### src/rtl/wadd_pkg.sv
package wadd_pkg;
  parameter int unsigned SAMPLE_W = 8;
  localparam int unsigned TAPS    = 3;
  localparam int unsigned GROW_W  = $clog2(TAPS);
  localparam int unsigned LATENCY = 3;
endpackage

### src/rtl/wadd_capture.sv
module wadd_capture #(
  parameter int unsigned DATA_W = 8,
  parameter int unsigned TAPS   = 3
) (
  input  logic                          clk_i,
  input  logic [TAPS-1:0][DATA_W-1:0]   win_i,
  output logic [TAPS-1:0][DATA_W-1:0]   win_q_o
);
  for (genvar t = 0; t < TAPS; t++) begin : g_tap
    always_ff @(posedge clk_i) win_q_o[t] <= win_i[t];
  end
endmodule

### src/rtl/wadd_level1.sv
module wadd_level1 #(
  parameter int unsigned DATA_W = 8,
  parameter int unsigned SUM_W  = 10
) (
  input  logic              clk_i,
  input  logic [DATA_W-1:0] a_i,
  input  logic [DATA_W-1:0] b_i,
  input  logic [DATA_W-1:0] c_i,
  output logic [SUM_W-1:0]  part_o,
  output logic [DATA_W-1:0] c_dly_o
);
  always_ff @(posedge clk_i) begin
    part_o  <= SUM_W'(a_i) + SUM_W'(b_i);
    // third operand waits one stage to stay with its partial sum
    c_dly_o <= c_i;
  end
endmodule

### src/rtl/wadd_level2.sv
module wadd_level2 #(
  parameter int unsigned DATA_W = 8,
  parameter int unsigned SUM_W  = 10
) (
  input  logic              clk_i,
  input  logic [SUM_W-1:0]  part_i,
  input  logic [DATA_W-1:0] c_i,
  output logic [SUM_W-1:0]  sum_o
);
  always_ff @(posedge clk_i) sum_o <= part_i + SUM_W'(c_i);
endmodule

### src/rtl/wadd_valid_pipe.sv
module wadd_valid_pipe #(
  parameter int unsigned DEPTH = 3
) (
  input  logic clk_i,
  input  logic rst_ni,
  input  logic valid_i,
  output logic valid_o
);
  logic [DEPTH-1:0] v_q;

  for (genvar k = 0; k < DEPTH; k++) begin : g_stage
    always_ff @(posedge clk_i or negedge rst_ni) begin
      if (!rst_ni)     v_q[k] <= 1'b0;
      else if (k == 0) v_q[k] <= valid_i;
      else             v_q[k] <= v_q[(k == 0) ? 0 : k-1];
    end
  end

  assign valid_o = v_q[DEPTH-1];


  reset_clear_chk: assert property (@(posedge clk_i) !rst_ni |=> (v_q == '0))
    else $error("valid chain not cleared by reset");
endmodule

### src/rtl/wadd_top.sv
module wadd_top #(
  parameter int unsigned DATA_W = wadd_pkg::SAMPLE_W,
  localparam int unsigned TAPS  = wadd_pkg::TAPS,
  localparam int unsigned SUM_W = DATA_W + wadd_pkg::GROW_W,
  localparam int unsigned LAT   = wadd_pkg::LATENCY
) (
  input  logic              clk_i,
  input  logic              rst_ni,
  input  logic              win_valid_i,
  input  logic [DATA_W-1:0] win_s0_i,
  input  logic [DATA_W-1:0] win_s1_i,
  input  logic [DATA_W-1:0] win_s2_i,
  output logic [SUM_W-1:0]  sum_o,
  output logic              sum_valid_o
);
  logic [TAPS-1:0][DATA_W-1:0] win, win_q;
  logic [SUM_W-1:0]            part_q;
  logic [DATA_W-1:0]           c_dly_q;

  assign win = {win_s2_i, win_s1_i, win_s0_i};

  wadd_capture #(.DATA_W(DATA_W), .TAPS(TAPS)) u_capture (
    .clk_i   (clk_i),
    .win_i   (win),
    .win_q_o (win_q)
  );

  wadd_level1 #(.DATA_W(DATA_W), .SUM_W(SUM_W)) u_level1 (
    .clk_i   (clk_i),
    .a_i     (win_q[0]),
    .b_i     (win_q[1]),
    .c_i     (win_q[2]),
    .part_o  (part_q),
    .c_dly_o (c_dly_q)
  );

  wadd_level2 #(.DATA_W(DATA_W), .SUM_W(SUM_W)) u_level2 (
    .clk_i  (clk_i),
    .part_i (part_q),
    .c_i    (c_dly_q),
    .sum_o  (sum_o)
  );

  wadd_valid_pipe #(.DEPTH(LAT)) u_valid (
    .clk_i   (clk_i),
    .rst_ni  (rst_ni),
    .valid_i (win_valid_i),
    .valid_o (sum_valid_o)
  );

  // edges since reset release, saturating at the pipeline depth
  localparam int unsigned CNT_W = $clog2(LAT + 1);
  logic [CNT_W-1:0] since_rst_q;
  logic             primed;
  always_ff @(posedge clk_i or negedge rst_ni) begin
    if (!rst_ni)                     since_rst_q <= '0;
    else if (since_rst_q != CNT_W'(LAT)) since_rst_q <= since_rst_q + 1'b1;
  end
  assign primed = (since_rst_q == CNT_W'(LAT));


  lat_valid_chk: assert property (@(posedge clk_i) disable iff (!rst_ni)
    (primed && $past(win_valid_i, 3)) |-> sum_valid_o)
    else $error("valid window lost or late");


  no_bubble_fill_chk: assert property (@(posedge clk_i) disable iff (!rst_ni)
    (primed && !$past(win_valid_i, 3)) |-> !sum_valid_o)
    else $error("output valid without input window");


  sum_match_chk: assert property (@(posedge clk_i) disable iff (!rst_ni)
    (primed && sum_valid_o) |->
      sum_o == $past(SUM_W'(win_s0_i) + SUM_W'(win_s1_i) + SUM_W'(win_s2_i), 3))
    else $error("window sum mismatch");
endmodule

### config.mk
export PLATFORM = sky130hd
export DESIGN_NAME = wadd_top
export DESIGN_NICKNAME = d
export VERILOG_FILES = /design/src/rtl/wadd_pkg.sv /design/src/rtl/wadd_capture.sv /design/src/rtl/wadd_level1.sv /design/src/rtl/wadd_level2.sv /design/src/rtl/wadd_valid_pipe.sv /design/src/rtl/wadd_top.sv
export SDC_FILE = /design/constraint.sdc
export NUM_CORES = 1
export LEC_CHECK = 0
export ABC_AREA = 1
export BUFFER_PORTS_ARGS = -buffer_cell sky130_fd_sc_hd__buf_4
export CORE_ASPECT_RATIO = 1.1
export CORE_MARGIN = 2
export CORE_UTILIZATION = 30
export CTS_CLUSTER_SIZE = 16
export DETAILED_ROUTE_END_ITERATION = 16
export GPL_ROUTABILITY_DRIVEN = 0
export PLACE_DENSITY = 0.54
export SLEW_MARGIN = 20
export SYNTH_ARGS = -nofsm -noshare
export SYNTH_HDL_FRONTEND = slang
export SYNTH_SLANG_ARGS = --single-unit
### constraint.sdc
create_clock -name clk_i -period 1.92 [get_ports clk_i]
set_input_delay 0.384 -clock clk_i [delete_from_list [all_inputs] [get_ports clk_i]]
set_output_delay 0.384 -clock clk_i [all_outputs]
set_load 0.005 [all_outputs]
==> results.yml, run 1 <==
timing:
  slew_viol_final: 0
  post-route-period-util_pct: 75.1
  post-route-min-period_ns: 1.44
  final.setup.tns_ns: 0
  setup_slack_ns: 0.479
  fmax_mhz: 694
  relSlewSlack_pct: 86.9
  setup_viol: 0
  worstMarginPinSlew_ns: 0.195
  hold_viol_final: 0
  holdWs_ns: 0.179
  rsz0062_at_grt: "no"
  fin_skew_ns: 0.00358
power_and_ir_drop:
  power_density_nw_per_um2: 1080
  leakage_nw: 1.23
  max-vdd-ir-drop_mv: 0.327
finish:
  seq_area_um2: 1100
  num-nets-final: 285
  syn2layout_area_growth_pct: 26.6
  final_layout_size_suffix_gt1_share_pct: 19.9
  utilization_pct: 38.9
  multi_input_area_um2: 674
  nFillCells: 622
  antennaDiodeCount: 0
floorplan:
  die-width_um: 79.5
  io_pins: 38
  design.core.area_um2: 6120
  die-height_um: 87.0
  die-area_um2: 6910
  initial_core_util_pct: 30.7
  fp-row-count: 30
detailed_routing:
  drt-total-wl_um: 2670
  vias: 1248
  vias_per_cell: 3.89
  drt_iter0_drc: 26
  drcViolationCount: 0
  drtPass1Iterations: 4
  wire_per_inst_um: 8.31
  ant_nets: 0
clock_tree:
  cts-root-buf: "clkbuf_8"
  cts.path.max_buffers: 2
  cts_buffers: 5
  cts_sinks: 54
  post_cts_buffers: 0
  worst_skew_pair.late_latency_ns: 0.30
  cts.clk_slew.worst_paths_ns: 0.09
  tritoncts: "built"
  cts.htree.levels: 2
synthesis:
  synth_nets: 240
  synth_warnings: 0
  ys.flop_type: "dfxtp_1"
  synth_most_common_cell: "nand2_1"
  synth_top_area_cell: "dfxtp_1"
  synth_common_cells: "nand2_1 (57), dfxtp_1 (51), inv_1 (29)"
  ys_types: 18
  avgSynthCellArea_um2: 9.64
  synth_cells: 195
  synth.area.top_cells: "dfxtp_1 (54%), nand2_1 (11%), ha_1 (11%)"
  ys_seq_area_share_pct: 58.3
  syn_area_um2: 1880
  async_flop_share_pct: 5.56
  yosysTopAreaCellShare_pct: 54.3
  synth_edf_count: 0
  synth_seq_cells: 54
min_path:
  hp-class: "in -> reg"
worst_setup_path:
  reg2regPathDepth: 8
  cp-end-kind: "flop"
  crit_fanout: 2
  path_cells: "ha_1 > fa_1 > nand2_1 > nand2_1 > nand3b_1 > nand2_1 > nand2_1 > nand2_1"
  critPathBufInv: 0
  critPathRequiredTime_ns: 2.12
  critPathTopFamily: "adder cells"
  path_class: "reg -> reg"
  worst_path_max_delay_cell: "fa_1"
  r2r_start: "u_capture.win_q_o[0]"
  cpPeakStageDelay_ns: 0.40
  rr_endpoint: "u_level1.part_o[8]"
  crit_cells: 8
  cp.arrival_ns: 1.64
  critPathLaunch: "u_capture.win_q_o[0]"
  crit_path_start_kind: "flop"
  crit_path_end: "u_level1.part_o[8]"
  worst_path_most_repeated_cell: "nand2_1"
  reg2reg_setup_slack_ns: 0.48
placement:
  dp_hpwl_um: 2140
  dp_slack_ns: 0.487
  port_buffers: 37
outcome:
  status: "complete, no violations"
global_route:
  grt_pass1_wl_um: 4980
  grt_antenna_before_repair: 0
  overflow: 0
  grt_pass1_vias: 1255
  grt_max_degree: 18
  grtUsageTotal_pct: 9.32
run:
  maxCapViolCount: 0
[per-stage QoR]
| stage | cells | instance area (um^2) | power (mW) |
|---|---|---|---|
| after floorplan | 195 | 1880 | 1.65 |
| after global placement | 312 | 2260 | 1.86 |
| after detailed placement | 312 | 2260 | 1.87 |
| after CTS | 321 | 2380 | 2.62 |
| after global routing | 321 | 2380 | 2.77 |
| final | 321 | 2380 | 2.57 |
[layer usage]
metal  global-route usage [%]  wire (um)  part of all wire (%)
met3                     2.80        153                   5.7
met5                        0          0                     0
met1                     10.5       1170                    44
met4                     5.96         80                   3.0
met2                     15.3       1260                    47
[cell usage in the layout, fill, tap and decap left out]
cell type / Yosys / routed
xnor2_1: 3 / 3
dlygate4sd3_1: 0 / 1
clkbuf_8: 0 / 5
bufinv_16: 0 / 1
inv_1: 29 / 29
dfrtp_1: 3 / 3
a21oi_2: 1 / 1
inv_4: 0 / 1
xor2_1: 3 / 3
nor3_1: 1 / 1
nand2_1: 57 / 57
ha_1: 16 / 16
a21oi_1: 5 / 5
fa_1: 2 / 2
buf_4: 0 / 37
dfxtp_1: 51 / 51
nand2_2: 1 / 1
nand3_2: 1 / 1
clkinvlp_4: 0 / 1
or2_1: 2 / 2
o21ai_0: 1 / 1
nor2_1: 6 / 6
nand3b_1: 3 / 3
nand3_1: 10 / 10
[power breakdown]
part	internal [mW]	leakage, nW	switching [mW]
Clock	0.389	0.0547	0.353
Combinational	0.269	0.712	0.250
Sequential	1.27	0.465	0.0432
[flip-flops by register name, indices dropped and copies added, names as in the netlist]
name / count
u_capture.win_q_o: 24
u_valid.v_q: 2
u_valid.valid_o: 1
u_level1.part_o: 9
u_level2.sum_o: 10
u_level1.c_dly_o: 8
[area by class of cell]
cell class	count	area share, %
Clock buffer	5	2.89
Clock inverter	3	1.84
Inverter	29	4.57
Multi-Input combinational cell	112	28.3
Sequential cell	54	46.1
Tap cell	80	4.21
Timing Repair Buffer	38	12.1
[how the worst min path moves through the flow]
stage	from	to	slack, ns	cells after the start
2_1_floorplan	rst_ni	u_valid.v_q[0]	0.09	0
3_3_place_gp	rst_ni	u_valid.valid_o	0.17	1
3_5_place_dp	rst_ni	u_valid.valid_o	0.17	1
4_1_cts	win_s1_i[5]	u_capture.win_q_o[13]	0.16	1
5_1_grt	win_s2_i[1]	u_capture.win_q_o[17]	0.15	1
6_report	win_s2_i[7]	u_capture.win_q_o[23]	0.18	1
[cell families after synthesis]
group	count (synthesis)	share of synthesized area (%)
adder cells (fa/ha/maj)	18	12.8
buffers and inverters	29	5.79
AND/OR/NAND/NOR	81	18.2
AO/OA/AOI/OAI	7	2.06
XOR/XNOR	6	2.80
flip-flops	54	58.3
[repair_timing]
item | in CTS | in global routing
hold buffers | 1 | 0
endpoints found under the hold margin | 3 | 0
gates resized for setup | 0 | 0
No activity file was read; power rests on OpenSTA's default activity.
==> run 2, diff against run 1 <==
==> constraint.sdc (replaced) <==
create_clock -name clk_i -period 1.5 [get_ports clk_i]
set_input_delay 0.3 -clock clk_i [delete_from_list [all_inputs] [get_ports clk_i]]
set_output_delay 0.3 -clock clk_i [all_outputs]
set_load 0.005 [all_outputs]
==> run 2 against run 1 <==
  * Maximum frequency up 4.6%
  * Sequential share of layout area down 0.060 points
  * Register-to-register slack worse by 0.36 ns
  * Critical path type unchanged
  * Sequential power up 28%
  * Die area unchanged
  * Power up 22%
  * Critical path depth unchanged
  * Setup slack worse by 0.36 ns
  * Largest power group unchanged
  * First-iteration DRC count up 73%
==> results.yml, run 2 (synthesis gave the netlist of run 1 again) <==
outcome:
  status: "complete, no violations"
detailed_routing:
  vias: 1270
  vias_per_cell: 3.94
  drtPass1Iterations: 2
  ant_nets: 0
  drt-total-wl_um: 2710
  drt_iter0_drc: 45
  drcViolationCount: 0
  wire_per_inst_um: 8.41
floorplan:
  io_pins: 38
  die-width_um: 79.5
  initial_core_util_pct: 30.7
  design.core.area_um2: 6120
  die-height_um: 87.0
  die-area_um2: 6910
  fp-row-count: 30
power_and_ir_drop:
  p_sw_mw: 0.825
  max-vdd-ir-drop_mv: 0.422
  leakage_nw: 1.22
  internal-power_mw: 2.30
  sw_frac_of_total_pct: 26.4
  seqPwrFrac_pct: 53.7
  power_density_nw_per_um2: 1310
  combPwrFrac_pct: 21.7
  clkPwrFrac_pct: 24.6
clock_tree:
  cts.clk_slew.worst_paths_ns: 0.09
  worst_skew_pair.late_latency_ns: 0.30
  cts_buffers: 5
  tritoncts: "built"
  cts-root-buf: "clkbuf_8"
  cts.path.max_buffers: 2
  cts.htree.levels: 2
  cts_sinks: 54
finish:
  finalNonFillerCells: 322
  top_register: "u_capture.win_q_o"
  layout_common_cells: "nand2_1 (55), dfxtp_1 (48), buf_4 (38)"
  antennaDiodeCount: 0
  final_common_cell: "nand2_1"
  num-nets-final: 286
  final_layout_size_suffix_gt1_share_pct: 23.6
  top_regs: "u_capture.win_q_o x24, u_level2.sum_o x10, u_level1.part_o x9"
  utilization_pct: 39.1
  syn2layout_area_growth_pct: 27.2
  largest_reg_flops: 24
placement:
  port_buffers: 37
  dp_hpwl_um: 2130
  dpl.cell_count: 312
timing:
  post-route-period-util_pct: 91.9
  fmax_mhz: 726
  hold_viol_final: 0
  setup_viol: 0
  rsz0062_at_grt: "yes"
  worstMarginPinSlew_ns: 0.187
  post-route-min-period_ns: 1.38
  fin_skew_ns: 0.00765
  relSlewSlack_pct: 87.4
  slew_viol_final: 0
worst_setup_path:
  worst_path_max_delay_cell: "fa_2"
  critPathRequiredTime_ns: 1.70
  path_class: "reg -> reg"
  cp-end-kind: "flop"
  path_cells: "ha_4 > fa_2 > nand2_2 > nand2_2 > nand3b_1 > nand2_1 > nand2_1 > nand2_1"
  worst_path_most_repeated_cell: "nand2_1"
  reg2reg_setup_slack_ns: 0.12
  cpPeakStageDelay_ns: 0.37
  cp.arrival_ns: 1.58
  crit_fanout: 2
  crit_path_start_kind: "flop"
global_route:
  grt_pass1_wl_um: 4960
  grt_max_degree: 18
  grt_antenna_before_repair: 0
  overflow: 0
  grtUsageTotal_pct: 9.19
  grt_pass1_vias: 1238
run:
  maxCapViolCount: 0
min_path:
  hp-class: "in -> reg"
## run 2: cell types whose count changed in the layout (fill, tap and decap cells not counted), moves of 2 or more
cell,previous run,this run
nand2_1,57,55
dfxtp_2,0,3
dfxtp_1,51,48
nand2_2,1,3
fa_2,0,2
fa_1,2,0
## run 2: stage by stage
stage | cell area [um^2] | setup slack [ns] | hold WS, ns | power [mW] | setup TNS (ns)
after global placement | 2260 | 0.0787 | 0.0895 | 2.38 | 0
after detailed placement | 2260 | 0.0620 | 0.0910 | 2.39 | 0
after global routing | 2390 | -0.0135 | 0.0684 | 3.39 | -0.0175
final | 2390 | 0.122 | 0.0975 | 3.13 | 0
after floorplan | 1880 | 0.138 | 0.00441 | 2.11 | 0
after CTS | 2360 | 0.0473 | 0.0772 | 3.19 | 0
## run 2: routing by layer
metal / part of all wire, % / GRT usage [%] / wire length [um] / vias up
met3: 5.4 / 2.49 / 147 / 4
met1: 43 / 10.8 / 1160 / 550
li1: - / - / - / 689
met4: 2.0 / 5.49 / 53 / 0
met2: 50 / 15.0 / 1350 / 27
met5: 0 / 0 / 0 / -
## run 2: worst max-delay path, delay by kind of cell, from the launching register on
family	cells	cell delay [ns]
adders and majority gates	2	0.54
DFF	1	0.34
and+or+nand+nor	6	0.41
## run 2: final timing paths
path                                  startpoint                     to  depth (start not counted)
min                                  win_s2_i[7]  u_capture.win_q_o[23]                          1
max reg2reg                 u_capture.win_q_o[8]     u_level1.part_o[8]                          8
min in group asynchronous                 rst_ni         u_valid.v_q[0]                          2
max                         u_capture.win_q_o[8]     u_level1.part_o[8]                          8
min reg2reg                u_capture.win_q_o[16]    u_level1.c_dly_o[0]                          0
max in group asynchronous                 rst_ni        u_valid.valid_o                          2
## run 2: final cells by class
cell class                      count  area, um^2
Fill cell                         636        3730
Sequential cell                    54        1100
Clock inverter                      3        21.3
Timing Repair Buffer               39         295
Clock buffer                        5        68.8
Tap cell                           80         100
Multi-Input combinational cell    112         697
Inverter                           29         109
## run 2: power groups by stage
stage / Clock, mW / Combinational [mW] / Sequential (mW)
CTS: 0.829 / 0.678 / 1.68
global placement: 0 / 0.670 / 1.71
global route: 0.887 / 0.798 / 1.70
detailed placement: 0 / 0.674 / 1.72
finish: 0.771 / 0.678 / 1.68
floorplan: 0 / 0.391 / 1.72
## run 2: what timing repair did
item / CTS / global route
buffers inserted: 0 / 1
gates resized for setup: 0 / 9
hold buffers: 1 / 0
endpoints found under the setup margin: 0 / 5
hold endpoints to repair: 3 / 0
